==> config.mk <==
export PLATFORM = sky130hd
export DESIGN_NAME = pm_regblk
export DESIGN_NICKNAME = d
export VERILOG_FILES = /design/src/rtl/pm_regblk_pkg.sv /design/src/rtl/pm_tick_timer.sv /design/src/rtl/pm_evt_status.sv /design/src/rtl/pm_sleep_ctl.sv /design/src/rtl/pm_regblk.sv
export SDC_FILE = /design/constraint.sdc
export NUM_CORES = 1
export LEC_CHECK = 0
export ABC_AREA = 1
export BUFFER_PORTS_ARGS = -buffer_cell sky130_fd_sc_hd__buf_4
export CORE_MARGIN = 1.5
export CORE_UTILIZATION = 48
export DETAILED_ROUTE_END_ITERATION = 10
export GPL_TIMING_DRIVEN = 1
export PLACE_DENSITY = 0.73
export SLEW_MARGIN = 20
export SYNTH_ARGS = -nofsm -noshare
export SYNTH_HDL_FRONTEND = slang
export SYNTH_HIERARCHICAL = 1
export SYNTH_SLANG_ARGS = --single-unit
==> constraint.sdc <==
create_clock -name clk -period 1.6 [get_ports clk]
set_clock_uncertainty 0.2 [all_clocks]
set_input_delay 0.08 -clock clk [delete_from_list [all_inputs] [get_ports clk]]
set_output_delay 0.08 -clock clk [all_outputs]
set_load 0.01 [all_outputs]
==> src/rtl/pm_regblk_pkg.sv <==
package pm_regblk_pkg;
   localparam logic [5:0] OFS_STS = 6'h00;
   localparam logic [5:0] OFS_EN  = 6'h02;
   localparam logic [5:0] OFS_CTL = 6'h04;
   localparam logic [5:0] OFS_TMR = 6'h08;

   localparam int BIT_TMR_OVF = 0;
   localparam int BIT_PWRBTN  = 8;
   localparam int BIT_RESUME  = 15;
   localparam int BIT_SCI_EN  = 0;
   localparam int BIT_SLP_EN  = 13;
   localparam int SLP_TYP_LO  = 10;

   localparam logic [15:0] SCI_SRC_MASK = 16'h0521;

   localparam logic [7:0] APM_SCI_ON  = 8'hF1;
   localparam logic [7:0] APM_SCI_OFF = 8'hF0;

   typedef enum logic [2:0] {
      SLP_POWER_OFF = 3'd0,
      SLP_SUSPEND   = 3'd1
   } slp_typ_e;
endpackage

==> src/rtl/pm_tick_timer.sv <==
module pm_tick_timer #(
   parameter int TMR_W = 24
) (
   input  logic             clk,
   input  logic             rst_n,
   input  logic             tick_en,
   output logic [TMR_W-1:0] count,
   output logic             ovf_evt
);
   localparam int LOW_W = TMR_W - 1;

   if (TMR_W < 2 || TMR_W > 32) begin : g_bad_width
      $error("pm_tick_timer: TMR_W must lie in 2..32");
   end

   logic [TMR_W-1:0] cnt_q;

   always_ff @(posedge clk) begin
      if (!rst_n)       cnt_q <= '0;
      else if (tick_en) cnt_q <= cnt_q + 1'b1;
   end

   // top bit flips exactly when every lower bit is one at a tick
   assign ovf_evt = tick_en & (&cnt_q[LOW_W-1:0]);
   assign count   = cnt_q;

   a_r1_tick_step: assert property (@(posedge clk) disable iff (!rst_n)
      tick_en |=> cnt_q == $past(cnt_q) + 1'b1);
   a_r1_tick_hold: assert property (@(posedge clk) disable iff (!rst_n)
      !tick_en |=> $stable(cnt_q));
   a_r4_ovf_flip: assert property (@(posedge clk) disable iff (!rst_n)
      ovf_evt |=> cnt_q[TMR_W-1] != $past(cnt_q[TMR_W-1]));
endmodule

==> src/rtl/pm_evt_status.sv <==
module pm_evt_status #(
   parameter int          REG_W    = 16,
   parameter logic [15:0] SCI_MASK = 16'h0521
) (
   input  logic             clk,
   input  logic             rst_n,
   input  logic             clr_we,
   input  logic [REG_W-1:0] clr_mask,
   input  logic [REG_W-1:0] set_mask,
   input  logic             en_we,
   input  logic [REG_W-1:0] en_wdata,
   output logic [REG_W-1:0] sts,
   output logic [REG_W-1:0] en,
   output logic             sci
);
   if (REG_W != 16) begin : g_bad_width
      $error("pm_evt_status: REG_W must be 16");
   end

   logic [REG_W-1:0] sts_q;
   logic [REG_W-1:0] en_q;

   for (genvar i = 0; i < REG_W; i++) begin : g_bit
      logic clr_hit;
      assign clr_hit = clr_we & clr_mask[i];

      always_ff @(posedge clk) begin
         if (!rst_n)           sts_q[i] <= 1'b0;
         else if (set_mask[i]) sts_q[i] <= 1'b1;
         else if (clr_hit)     sts_q[i] <= 1'b0;
      end

      a_r11_set_wins: assert property (@(posedge clk) disable iff (!rst_n)
         set_mask[i] |=> sts_q[i]);
      a_r3_clear_one: assert property (@(posedge clk) disable iff (!rst_n)
         (clr_we && clr_mask[i] && !set_mask[i]) |=> !sts_q[i]);
      a_r3_keep_zero: assert property (@(posedge clk) disable iff (!rst_n)
         (!set_mask[i] && !(clr_we && clr_mask[i])) |=> $stable(sts_q[i]));
   end

   always_ff @(posedge clk) begin
      if (!rst_n)     en_q <= '0;
      else if (en_we) en_q <= en_wdata;
   end

   assign sts = sts_q;
   assign en  = en_q;
   assign sci = |(sts_q & en_q & SCI_MASK[REG_W-1:0]);
endmodule

==> src/rtl/pm_sleep_ctl.sv <==
module pm_sleep_ctl
   import pm_regblk_pkg::*;
#(
   parameter int REG_W = 16,
   parameter int APM_W = 8
) (
   input  logic             clk,
   input  logic             rst_n,
   input  logic             ctl_we,
   input  logic [REG_W-1:0] ctl_wdata,
   input  logic             apm_wr,
   input  logic             apm_sel,
   input  logic [APM_W-1:0] apm_wdata,
   input  logic             smi_cfg_en,
   output logic [REG_W-1:0] ctl,
   output logic [APM_W-1:0] apm_cmd,
   output logic [APM_W-1:0] apm_sts,
   output logic             resume_set,
   output logic             shutdown_req,
   output logic             reset_req,
   output logic             smi_req
);
   if (APM_W != 8 || REG_W != 16) begin : g_bad_width
      $error("pm_sleep_ctl: APM_W must be 8 and REG_W 16");
   end

   logic [REG_W-1:0] ctl_q, ctl_wr_val, ctl_d;
   logic [APM_W-1:0] cmd_q, apms_q;
   logic [2:0]       slp_typ;
   logic             slp_go, cmd_wr, sd_q, rs_q, smi_q;

   assign slp_typ    = ctl_wdata[SLP_TYP_LO +: 3];
   assign slp_go     = ctl_we & ctl_wdata[BIT_SLP_EN];
   assign cmd_wr     = apm_wr & ~apm_sel;
   assign resume_set = slp_go & (slp_typ == SLP_SUSPEND);

   always_comb begin
      ctl_wr_val = ctl_wdata;
      ctl_wr_val[BIT_SLP_EN] = 1'b0;
      ctl_d = ctl_we ? ctl_wr_val : ctl_q;
      if (cmd_wr && apm_wdata == APM_SCI_ON)  ctl_d[BIT_SCI_EN] = 1'b1;
      if (cmd_wr && apm_wdata == APM_SCI_OFF) ctl_d[BIT_SCI_EN] = 1'b0;
   end

   always_ff @(posedge clk) begin
      if (!rst_n) begin
         ctl_q  <= '0;
         cmd_q  <= '0;
         apms_q <= '0;
         sd_q   <= 1'b0;
         rs_q   <= 1'b0;
         smi_q  <= 1'b0;
      end else begin
         ctl_q <= ctl_d;
         if (cmd_wr)            cmd_q  <= apm_wdata;
         if (apm_wr && apm_sel) apms_q <= apm_wdata;
         sd_q  <= slp_go & (slp_typ == SLP_POWER_OFF);
         rs_q  <= resume_set;
         smi_q <= cmd_wr & smi_cfg_en;
      end
   end

   assign ctl          = ctl_q;
   assign apm_cmd      = cmd_q;
   assign apm_sts      = apms_q;
   assign shutdown_req = sd_q;
   assign reset_req    = rs_q;
   assign smi_req      = smi_q;

   a_r6_slp_not_kept: assert property (@(posedge clk) disable iff (!rst_n)
      !ctl_q[BIT_SLP_EN]);
   a_r7_one_request: assert property (@(posedge clk) disable iff (!rst_n)
      $onehot0({sd_q, rs_q}));
   a_r9_apm_on: assert property (@(posedge clk) disable iff (!rst_n)
      (cmd_wr && apm_wdata == APM_SCI_ON) |=> ctl_q[BIT_SCI_EN]);
   a_r9_apm_off: assert property (@(posedge clk) disable iff (!rst_n)
      (cmd_wr && apm_wdata == APM_SCI_OFF) |=> !ctl_q[BIT_SCI_EN]);
   a_r10_smi_cause: assert property (@(posedge clk) disable iff (!rst_n)
      smi_q |-> $past(apm_wr && !apm_sel && smi_cfg_en));
endmodule

==> src/rtl/pm_regblk.sv <==
module pm_regblk
   import pm_regblk_pkg::*;
#(
   parameter int TMR_W  = 24,
   parameter int REG_W  = 16,
   parameter int ADDR_W = 6,
   parameter int DATA_W = 32,
   parameter int APM_W  = 8
) (
   input  logic              clk,
   input  logic              rst_n,
   input  logic              tick_en,
   input  logic              bus_wr,
   input  logic [ADDR_W-1:0] bus_addr,
   input  logic [REG_W-1:0]  bus_wdata,
   output logic [DATA_W-1:0] bus_rdata,
   input  logic              apm_wr,
   input  logic              apm_port_sel,
   input  logic [APM_W-1:0]  apm_wdata,
   output logic [APM_W-1:0]  apm_rdata,
   input  logic              smi_cfg_en,
   input  logic              pwrbtn_evt,
   output logic              sci,
   output logic              shutdown_req,
   output logic              reset_req,
   output logic              smi_req
);
   if (ADDR_W != 6 || TMR_W > DATA_W || REG_W > DATA_W) begin : g_bad_cfg
      $error("pm_regblk: window must be 64 bytes and registers fit the read bus");
   end

   logic [TMR_W-1:0] tmr;
   logic             ovf_evt, resume_set;
   logic [REG_W-1:0] sts, en, ctl, set_mask;
   logic [APM_W-1:0] apm_cmd, apm_sts;
   logic             sel_sts, sel_en, sel_ctl, sel_tmr;

   assign sel_sts = bus_addr == OFS_STS;
   assign sel_en  = bus_addr == OFS_EN;
   assign sel_ctl = bus_addr == OFS_CTL;
   assign sel_tmr = bus_addr == OFS_TMR;

   pm_tick_timer #(.TMR_W(TMR_W)) u_timer (
      .clk(clk), .rst_n(rst_n), .tick_en(tick_en),
      .count(tmr), .ovf_evt(ovf_evt)
   );

   always_comb begin
      set_mask = '0;
      set_mask[BIT_TMR_OVF] = ovf_evt;
      set_mask[BIT_PWRBTN]  = (pwrbtn_evt & en[BIT_PWRBTN]) | resume_set;
      set_mask[BIT_RESUME]  = resume_set;
   end

   pm_evt_status #(.REG_W(REG_W), .SCI_MASK(SCI_SRC_MASK)) u_status (
      .clk(clk), .rst_n(rst_n),
      .clr_we(bus_wr & sel_sts), .clr_mask(bus_wdata), .set_mask(set_mask),
      .en_we(bus_wr & sel_en), .en_wdata(bus_wdata),
      .sts(sts), .en(en), .sci(sci)
   );

   pm_sleep_ctl #(.REG_W(REG_W), .APM_W(APM_W)) u_sleep (
      .clk(clk), .rst_n(rst_n),
      .ctl_we(bus_wr & sel_ctl), .ctl_wdata(bus_wdata),
      .apm_wr(apm_wr), .apm_sel(apm_port_sel), .apm_wdata(apm_wdata),
      .smi_cfg_en(smi_cfg_en),
      .ctl(ctl), .apm_cmd(apm_cmd), .apm_sts(apm_sts),
      .resume_set(resume_set),
      .shutdown_req(shutdown_req), .reset_req(reset_req), .smi_req(smi_req)
   );

   always_comb begin
      bus_rdata = '0;
      if (sel_sts) bus_rdata = DATA_W'(sts);
      if (sel_en)  bus_rdata = DATA_W'(en);
      if (sel_ctl) bus_rdata = DATA_W'(ctl);
      if (sel_tmr) bus_rdata = DATA_W'(tmr);
   end

   assign apm_rdata = apm_port_sel ? apm_sts : apm_cmd;

   a_r8_pwrbtn_gated: assert property (@(posedge clk) disable iff (!rst_n)
      (pwrbtn_evt && en[BIT_PWRBTN]) |=> sts[BIT_PWRBTN]);
   a_r7_resume_flags: assert property (@(posedge clk) disable iff (!rst_n)
      reset_req |-> (sts[BIT_RESUME] && sts[BIT_PWRBTN]));
endmodule

# Word level (Yosys, flattened, before mapping)
# Cells that the tools add are included.
[totals] reg_bits=77 in_bits=38 output_inout_bits=44
[op_classes] add_sub_neg=1 n_eq_ne=6 n_mux=13 bitwise=17 n_reduce_logical=12
[op_table] cell="32-bit two-way mux" n=2
[op_table] cell="16-bit two-way mux" n=2
[op_table] cell="24-bit by 1-bit adder with 24-bit output, second input constant" n=1
[op_table] cell="23-bit AND reduction" n=1
[op_table] cell="8-bit == test, second input constant" n=2
[op_table] cell="1-bit AND" n=13
[op_table] cell="9-bit by 11-bit AND with 11-bit output" n=1
[op_table] cell="1-bit two-way mux" n=8
[op_table] cell="8-bit two-way mux" n=1
[op_table] cell="2-bit nonzero test" n=4
[op_table] cell="6-bit by 2-bit == test with 1-bit output, second input constant" n=1
[op_table] cell="6-bit by 3-bit == test with 1-bit output, second input constant" n=1
[op_table] cell="6-bit by 4-bit == test with 1-bit output, second input constant" n=1
[op_table] cell="6-bit zero test" n=1
[op_table] cell="4-bit OR reduction" n=1
[op_table] cell="3-bit by 1-bit == test with 1-bit output, second input constant" n=1
[op_table] cell="1-bit logical AND" n=3
[op_table] cell="3-bit zero test" n=1
[op_table] cell="1-bit NOT" n=2
[op_table] cell="2-bit OR reduction" n=1
[op_table] cell="1-bit OR" n=1

# Longest topological paths before layout
# Gate-level depths: netlist of run 1.
[depth] ltp_word=6 ltp_mapped=12 ltp_nobuf=9

# By module
# Netlist of run 1, hierarchy kept.
[modules_own_cells] mod="pm_tick_timer" n_inst=1 cells_each=203 area_per_inst_um2=1300.0 seq_area_each_um2=480.5
[modules_own_cells] mod="pm_sleep_ctl" n_inst=1 cells_each=162 area_per_inst_um2=1257.5 seq_area_each_um2=680.7
[modules_own_cells] mod="pm_evt_status" n_inst=1 cells_each=157 area_per_inst_um2=1193.6 seq_area_each_um2=640.6
[modules_own_cells] mod="pm_regblk" n_inst=1 cells_each=150 area_per_inst_um2=938.4 seq_area_each_um2=0.0

# Worst setup path after synthesis of run 1
# OpenSTA, ideal clock, no wires.
[synth_path] kind="input -> register" start="in bus_addr[5]" end="reg u_status.sts_q[8] (netlist: u_status/sts[8])" t_arrival_ps=1443 required_ps=1330 slack_ps=-113 path_stages=12 cell_sequence="nor2_2 > buf_4 > buf_4 > nand3_1 > nor2_1 > buf_4 > buf_2 > nand3_1 > nor2_1 > a21o_1 > inv_1 > a21oi_1"
[synth_via] elab_chain_len=6 word_cells_on_any_way=10
[synth_rtl] element="start: declaration" line_no="pm_regblk.sv:14" text="input logic [ADDR_W-1:0] bus_addr,"
[synth_rtl] element="6-bit by 3-bit == test with 1-bit output *" line_no="pm_regblk.sv:40" text="assign sel_ctl = bus_addr == OFS_CTL;"
[synth_rtl] element="1-bit AND *" line_no="pm_regblk.sv:64" text=".ctl_we(bus_wr & sel_ctl), .ctl_wdata(bus_wdata),"
[synth_rtl] element="1-bit AND *" line_no="pm_sleep_ctl.sv:33" text="assign slp_go = ctl_we & ctl_wdata[BIT_SLP_EN];"
[synth_rtl] element="1-bit AND *" line_no="pm_sleep_ctl.sv:35" text="assign resume_set = slp_go & (slp_typ == SLP_SUSPEND);"
[synth_rtl] element="via resume_set" line_no="pm_regblk.sv:33" text="logic ovf_evt, resume_set;"
[synth_rtl] element="1-bit OR *" line_no="pm_regblk.sv:51" text="set_mask[BIT_PWRBTN] = (pwrbtn_evt & en[BIT_PWRBTN]) | resume_set;"
[synth_rtl] element="via set_mask[8]" line_no="pm_regblk.sv:34" text="logic [REG_W-1:0] sts, en, ctl, set_mask;"
[synth_rtl] element="1-bit two-way mux or 2-bit nonzero test (tied branches)"
[synth_rtl] element="end signal: indexed assignment" line_no="pm_evt_status.sv:28" text="if (!rst_n) sts_q[i] <= 1'b0;"
[synth_rtl] element="end signal: indexed assignment" line_no="pm_evt_status.sv:29" text="else if (set_mask[i]) sts_q[i] <= 1'b1;"
[synth_rtl] element="end signal: indexed assignment" line_no="pm_evt_status.sv:30" text="else if (clr_hit) sts_q[i] <= 1'b0;"
[synth_rtl] element="end: declaration" line_no="pm_evt_status.sv:20" text="logic [REG_W-1:0] sts_q;"
# Mark *: on every way through the listed nets, which the timed path passes. The rest lies on a longest branch.
# A chain may end at the register's enable or synchronous reset.

==> results by stage, run 1 <==
Finish:
- For this run, the post-layout net count is 860.
- The non-filler instance count after layout is 955.
- The combined area of the multi-input logic cells is 0.00247 sq mm.
- The number of antenna diodes in the final layout is 0.
- The area occupied by registers is between 0.0015 and 0.002 sq mm.
- Leaving out fill and tap cells, the most frequent cells in the layout are sky130_fd_sc_hd__nor2_1, sky130_fd_sc_hd__buf_4, sky130_fd_sc_hd__nand2_1.
- The post-route standard cell area excluding fillers is about 0.0063 sq mm.
- The most common cell after layout, fill and taps aside is sky130_fd_sc_hd__nor2_1.
- The number of fill cells in the layout is ~830.
- The layout cell share with drive strength beyond 1 is 0.234.
- The post-synthesis to final-layout area growth is 33.5%.

STA:
- Setup violations remaining at the end of the flow were counted as 2.
- Dividing the final minimum period by the clock period gives 1.01.
- In the final timing run, aggregate negative setup slack is -21.6 ps.
- Setup repair after global routing could not meet its margin everywhere.
- The final critical-path setup slack is -20.4 ps.
- The max-slew violation count came to 0.
- For the finished layout, the period the worst path requires is approximately 1600 ps.
- The achievable clock frequency is 0.617 GHz.
- The worst hold slack after final layout is ~35 ps.
- The final number of hold-violating endpoints is 0.

Synthesis:
- The synthesized netlist contains 33 unique library cells.
- The biggest area contributor in the post-synthesis netlist is sky130_fd_sc_hd__dfxtp_1.
- After synthesis the cells add up to 0.00469 sq mm.
- After synthesis, the mean cell area works out to approximately 7.0 sq um.
- Ranked by total cell area, the synthesized netlist is headed by sky130_fd_sc_hd__dfxtp_1, sky130_fd_sc_hd__nand4_1, sky130_fd_sc_hd__nor2_1, sky130_fd_sc_hd__nand2_1, sky130_fd_sc_hd__inv_1.
- Counting flops and latches in the post-synthesis netlist gives 90.
- The synthesized instance count is 672.
- The area share of the leading cell type in the synthesized netlist is 0.384.
- For this run, the number of Yosys warnings is 6.
- The fraction of the yosys area taken by sequential cells is 0.384.

Placement:
- The number of I/O port buffers is 73.
- OpenSTA, run right after detailed placement, puts the worst setup slack at -108 ps.
- Detailed placement finished with a half-perimeter wire length of 9.08 mm.
- The count of placed standard cells including taps is between 800 and 900.
- After detailed placement, the total cell area comes to 0.00549 sq mm.
- Routability-driven placement finished with a final weighted congestion of about 0.84.

Critical path:
- Among cell families on the critical path, the largest total delay comes from buffers and inverters.
- The longest individual stage delay on the worst path is 890 ps.
- Of all nets on the critical path, the largest fanout is 15.
- The number of buffers and inverters on the critical path is 3.
- The critical path starts at rst_n.
- The worst setup path is captured at a register.
- The type of origin of the critical path is an input pin.
- The category of the critical setup timing path is in2reg.
- The arrival time at the worst endpoint is 1720 ps.
- The startpoint identified for the worst register-to-register timing path is u_timer/count[1]$_SDFFE_PN0P_.
- The required time of the worst setup path is 1700 ps.
- The critical path's slowest cell is sky130_fd_sc_hd__dlygate4sd3_1.
- The critical path goes through buf_4 -> dlygate4sd3_1 -> inv_1 -> or2_1 -> nor3_2.
- The worst register-to-register path has a setup slack of 0 ps.

Global routing:
- The number of antenna violations at the first check in global routing is 0.
- The wire length of the first global-routing pass is 22.5 mm.
- Entering global routing, the biggest net connects 37 pins.
- The via count of the first global-routing pass came to between 4000 and 5000.
- Across every metal layer, demand over resource in global routing totals 0.275.
- The total congestion overflow is 0.

Detailed routing:
- The first detailed-routing pass ran for 8 iterations.
- Dividing the detail-routed via count by the number of cells gives between 5 and 6.
- The total number of vias is 5162.
- Dividing the detail-routed wire length by the instance count gives 14.4 um.
- In this run, the number of DRC markers left after iteration 0 of detailed routing was 426.
- The final layout contains routed wiring with a total length of 13.7 mm.
- Once detail routing completed, the nets flagged for antenna violations numbered 0.
- After detailed routing, the number of remaining DRC violations is 0.

Pwr:
- In this run the power density over the cells is between 700 and 800 mW/mm^2.
- The leakage power figure is 2.72 nW.
- The worst ir drop on vdd is between 0.0004 and 0.0005 V.

Clocking:
- The clock slew seen by the registers of the worst setup and hold paths is 100 ps.
- No sink is reached through more buffers than the 2 on the longest clock path.
- The H-tree was split into 3 levels.
- The later pin in the worst-skew pair is clocked with a latency of 360 ps.
- The TritonCTS clock tree is yes.
- Buffers inserted during clock tree synthesis total 9.
- Counting every sink on the clock net gives 90.
- The tree is rooted in a sky130_fd_sc_hd__clkbuf_8.

Floorplan:
- The floorplan has 35 rows.
- During I/O placement, the number of pins put on the boundary was about 80.
- The starting utilization of the core area is 0.500.
- The floorplan step defined a die boundary enclosing 0.0104 sq mm.
- The floorplan step set the die width to 102 um.
- From bottom edge to top edge, the die measures 102 um.
- The standard cell core area is around 0.0094 sq mm.

Outcome:
- The final reports fail on setup timing.
- The flow ran to the end, but the final reports show violations.

Hold path:
- The launch instance of the worst min-delay path is rst_n.
- The worst hold-check path type is in2reg.

Flow run:
- The number of max-capacitance violations reported is 0.
## cell usage after synthesis
cell type and n:
sky130_fd_sc_hd__a21oi_1 32, sky130_fd_sc_hd__nand2_2 5, sky130_fd_sc_hd__nor4_1 1, sky130_fd_sc_hd__or2_1 1, sky130_fd_sc_hd__a21oi_2 4, sky130_fd_sc_hd__nor3_2 1
sky130_fd_sc_hd__buf_6 7, sky130_fd_sc_hd__buf_4 17, sky130_fd_sc_hd__xor2_1 1, sky130_fd_sc_hd__clkbuf_1 3, sky130_fd_sc_hd__conb_1 2, sky130_fd_sc_hd__mux2_2 8
sky130_fd_sc_hd__nand4_1 89, sky130_fd_sc_hd__clkbuf_2 1, sky130_fd_sc_hd__a21o_1 1, sky130_fd_sc_hd__o21ai_1 8, sky130_fd_sc_hd__inv_2 7, sky130_fd_sc_hd__nor2_1 138
sky130_fd_sc_hd__or2_0 1, sky130_fd_sc_hd__ha_1 1, sky130_fd_sc_hd__buf_1 1, sky130_fd_sc_hd__o21a_1 3, sky130_fd_sc_hd__nor2_4 5, sky130_fd_sc_hd__o21ai_0 42
sky130_fd_sc_hd__inv_1 62, sky130_fd_sc_hd__nand3_1 18, sky130_fd_sc_hd__nor2_2 8, sky130_fd_sc_hd__nand3_2 1, sky130_fd_sc_hd__nor3_1 2, sky130_fd_sc_hd__buf_2 15
sky130_fd_sc_hd__dfxtp_1 90, sky130_fd_sc_hd__nand4_4 1, sky130_fd_sc_hd__nand2_1 96
## power by group
group | switching, W | internal (W) | total (W)
logic | 0.000311 | 0.000257 | 0.000568
clock network | 0.000924 | 0.000609 | 0.00153
registers | 0.0000361 | 0.00230 | 0.00234
## cell families after synthesis
logic type,count (synthesis),synth area share
other,2,0.00160
AOI/OAI and AO/OA,90,0.101
adders and majority gates,1,0.00267
muxes,8,0.0192
xor gates and xnor gates,1,0.00187
DFF,90,0.384
buffers and inverters,113,0.120
and+or+nand+nor,367,0.370
## state kept, by name, indices dropped and copies added (netlist names)
name,count
u_sleep/apm_cmd,8
u_sleep/apm_sts,8
u_sleep/ctl,15
u_sleep/reset_req,1
u_sleep/shutdown_req,1
u_sleep/smi_req,1
u_status/en,16
u_status/sts,16
u_timer/count,24
## stage by stage
step,utilization,total power (W)
floorplan,-,0.00267
global placement,0.585,0.00285
detailed placement,0.585,0.00286
CTS,0.659,0.00446
global route,0.668,0.00461
finish,0.668,0.00444
## worst register-to-register path, delay by kind of cell (launching register included)
kind / cells / cell delay [ps]
adders and majority gates: 1 / 160
buffers and inverters: 1 / 150
DFF: 1 / 370
and+or+nand+nor: 7 / 640
## worst paths after layout
| check | end | cells past startpoint |
|---|---|---|
| worst max register to register | u_timer/count[20]$_SDFFE_PN0P_ | 9 |
| worst max-delay path | u_sleep/shutdown_req$_SDFF_PN0_ | 5 |
| worst min register to register | u_status/sts[6]$_SDFFE_PN0P_ | 2 |
| worst min-delay path | u_timer/count[17]$_SDFFE_PN0P_ | 4 |
## metal layers
layer,vias up,track usage,share of wire
met1,2386,0.347,0.42
met2,231,0.485,0.49
met5,-,0,0
met3,33,0.0328,0.066
li1,2512,-,-
met4,0,0.100,0.021
## final cells by class
class	count	area share
Timing Repair Buffer	162	0.216
Clock inverter	7	0.0116
Multi-Input combinational cell	489	0.395
Inverter	69	0.0422
Clock buffer	9	0.0198
Tap cell	129	0.0258
Sequential cell	90	0.289
## timing repair
action	in CTS	in global routing
resized for setup	7	27
buffers inserted	3	5
setup endpoints to repair	6	36
endpoints found under the hold margin	76	1
hold buffers	45	1
pin swaps	2	11
Power figures use the tool's default switching activity.
==> run 2: changes to the inputs <==
CELL_PAD_IN_SITES_DETAIL_PLACEMENT = 0   (was not set)
CELL_PAD_IN_SITES_GLOBAL_PLACEMENT = 1   (was not set)
CORE_UTILIZATION = 36   (was 48)
PLACE_DENSITY = not set   (was 0.73)
PLACE_DENSITY_LB_ADDON = 0.1   (was not set)
==> results by stage, run 2 (same netlist as run 1, synthesis figures left out) <==
STA:
- Setup repair after global routing could not meet its margin everywhere.
- Dividing the final minimum period by the clock period gives 0.983.
- Across all hold checks on the routed design, the worst slack comes to -27.5 ps.
- The achievable clock frequency is 0.636 GHz.
- The final critical-path setup slack is about 27 ps.
- Setup total negative slack on the finished layout was measured at 0 ps.
- The total setup violations reported at the end of the flow is 0.
- The clock period minus worst slack is 1570 ps.
- The max-slew violation count is 0.
- The final number of hold-violating endpoints is 1.

Finish:
- The net count of the finished layout is 855.
- Compared with the post-synthesis result, the final layout area differs by 37.2%.
- The register with the most flip-flops in the layout has 24 of them.
- The number of antenna repair diodes is 0.
- The non-filler instance count after layout is 993.
- In the layout the commonest cells are sky130_fd_sc_hd__nor2_1, sky130_fd_sc_hd__buf_4, sky130_fd_sc_hd__nand2_1.
- The library cell used most frequently in the layout, excluding fill and tap cells, is sky130_fd_sc_hd__nor2_1.
- In the final layout, the share of cells above drive strength 1 is 0.245.
- The number of fill cells in the layout is about 1300.

Placement:
- The post-placement setup slack is -42.4 ps.
- The half-perimeter wire length after placement is 9.89 mm.
- The count of placed standard cells including taps is around 940.
- Routability-driven placement finished with a final weighted congestion of 0.831.
- Input and output buffers added on the ports amount to 73.

Detailed routing:
- The number of vias per cell after detailed routing is 4.90.
- The remaining number of nets flagged by the antenna check after routing is 0.
- The number of optimization iterations in the first detailed-route pass is 4.
- The total number of vias is 4866.
- The residual DRC count is 0.
- The detail-routed net length per standard cell is around 14 um.
- After the first detailed-routing iteration, the DRC count stood at 263.
- For this block, the routed nets add up to between 10 and 15 mm of wire.

Critical path:
- For the worst setup path, the data required time is about 1700 ps.
- The category of the worst setup path capture point is a register.
- The signal on the critical path passes through ha_4 -> nand2_4 -> nor2_4 -> nand2_2 -> nor2_4 -> buf_6 -> nand3_2 -> nand2_1 -> inv_1 -> nor2_1.
- The most numerous cell type found on the critical path is sky130_fd_sc_hd__nor2_4.
- The longest individual stage delay on the worst path is 360 ps.
- The critical path's slowest cell is sky130_fd_sc_hd__dfxtp_2.
- Data arrives at the worst endpoint at 1650 ps.
- The maximum fanout along the worst path is 4.
- The category of the critical setup timing path is reg2reg.
- The type of origin of the critical path is a register.

Floorplan:
- The chip height is 117 um.
- The standard cell core area is 0.0127 sq mm.
- The die covers around 0.014 sq mm.
- After floorplanning, the core was divided into 41 placement rows.
- The top-level I/O count is 82.
- The starting utilization of the core area is 0.370.
- The x dimension of the die is 117 um.

Outcome:
- The final reports fail on hold timing.
- The run finished, with violations left.

Pwr:
- The worst ir drop on vdd is 0.000580 V.
- Summed over all cells, the static leakage comes to 2.77 nW.
- For this design the ratio of total power to cell area is 810 mW/mm^2.

Clocking:
- The clock slew seen by the registers of the worst setup and hold paths is 70 ps.
- TritonCTS built the clock tree.
- Counting every sink on the clock net gives 90.
- The TritonCTS buffer count is 9.
- No sink is reached through more buffers than the 2 on the longest clock path.
- At the later pin of the worst-skew pair, clock insertion delay measures 340 ps.
- The H-tree generated during clock tree synthesis spans 3 levels.
- The root buffer cell chosen for the clock tree is sky130_fd_sc_hd__clkbuf_16.

Global routing:
- The via count of the first global-routing pass is between 4000 and 5000.
- Entering global routing, the biggest net connects 29 pins.
- The number of antenna violations at the first check in global routing is 0.
- Summed over all layers, the global routing overflow is 0.
- The wire length of the first global-routing pass is 22.5 mm.
- The total routing usage reported by global routing is 0.215.

Flow run:
- Across the run, the number of max-cap violations was 0.

Hold path:
- The worst hold-check path type is in2reg.
==> run 2: changes by cell type in the layout (fill, tap and decap cells not counted), moves of 4 or more <==
cell                            previous run  this run
sky130_fd_sc_hd__buf_4                   116       109
sky130_fd_sc_hd__buf_6                     0         8
sky130_fd_sc_hd__clkbuf_16                 0         9
sky130_fd_sc_hd__clkbuf_8                  9         0
sky130_fd_sc_hd__dfxtp_1                  83        77
sky130_fd_sc_hd__dfxtp_2                   7        12
sky130_fd_sc_hd__dlygate4sd3_1            43        38
sky130_fd_sc_hd__nand3_1                  16        12
sky130_fd_sc_hd__nand3_2                   3         7
sky130_fd_sc_hd__o21ai_0                  36        40
sky130_fd_sc_hd__o21ai_1                  14        10
==> run 2: layer usage <==
metal	track usage	wire length (um)	vias to the layer above
met5	0	0	-
met4	0.0803	238	0
met2	0.343	6560	97
met3	0.0309	489	20
li1	-	-	2501
met1	0.298	6890	2248
==> run 2: final timing paths <==
kind,startpoint,to,slack (ps),cells after the start
worst max-delay path,u_timer/count[0]$_SDFFE_PN0P_,u_timer/count[22]$_SDFFE_PN0P_,30,10
worst min-delay path,bus_wdata[11],u_sleep/shutdown_req$_SDFF_PN0_,-30,4
worst max register to register,u_timer/count[0]$_SDFFE_PN0P_,u_timer/count[22]$_SDFFE_PN0P_,30,10
worst min register to register,u_status/sts[13]$_SDFFE_PN0P_,u_status/sts[13]$_SDFFE_PN0P_,260,2
==> run 2: area by class of cell <==
| cell class | count | area [sq um] | share of cell area |
|---|---|---|---|
| multi-input cells | 489 | 2500 | 0.388 |
| flip-flops and latches | 90 | 1820 | 0.283 |
| repair buffers | 157 | 1320 | 0.205 |
| inverters | 69 | 259 | 0.0403 |
| clock buffers | 10 | 229 | 0.0356 |
| well taps | 172 | 215 | 0.0335 |
| clock inverters | 6 | 91.3 | 0.0142 |
==> run 2: worst max-delay path: cells and delay by family (launching register included) <==
kind / cells / cell delay [ps]
adder cells (fa/ha/maj): 1 / 150
AND/OR/NAND/NOR: 7 / 610
flip-flops: 1 / 360
buffers and inverters: 2 / 180
==> run 2: where the power goes <==
part / total (W) / switching [W] / internal (W)
Clock: 0.00231 / 0.000933 / 0.00137
Combinational: 0.000568 / 0.000313 / 0.000255
Sequential: 0.00234 / 0.0000357 / 0.00230
==> run 2: through the flow <==
stage | util | total power, W | instance area, sq um
finish | 0.508 | 0.00521 | 6430
global placement | 0.439 | 0.00286 | 5560
detailed placement | 0.439 | 0.00287 | 5560
global route | 0.508 | 0.00544 | 6430
CTS | 0.498 | 0.00526 | 6310
floorplan | - | 0.00267 | 4780
==> run 2: timing repair <==
action	CTS	global route
setup buffers	0	4
endpoints found under the setup margin	8	23
gates resized for setup	8	37
hold endpoints to repair	73	1
hold buffers	40	1
pin swaps	3	19
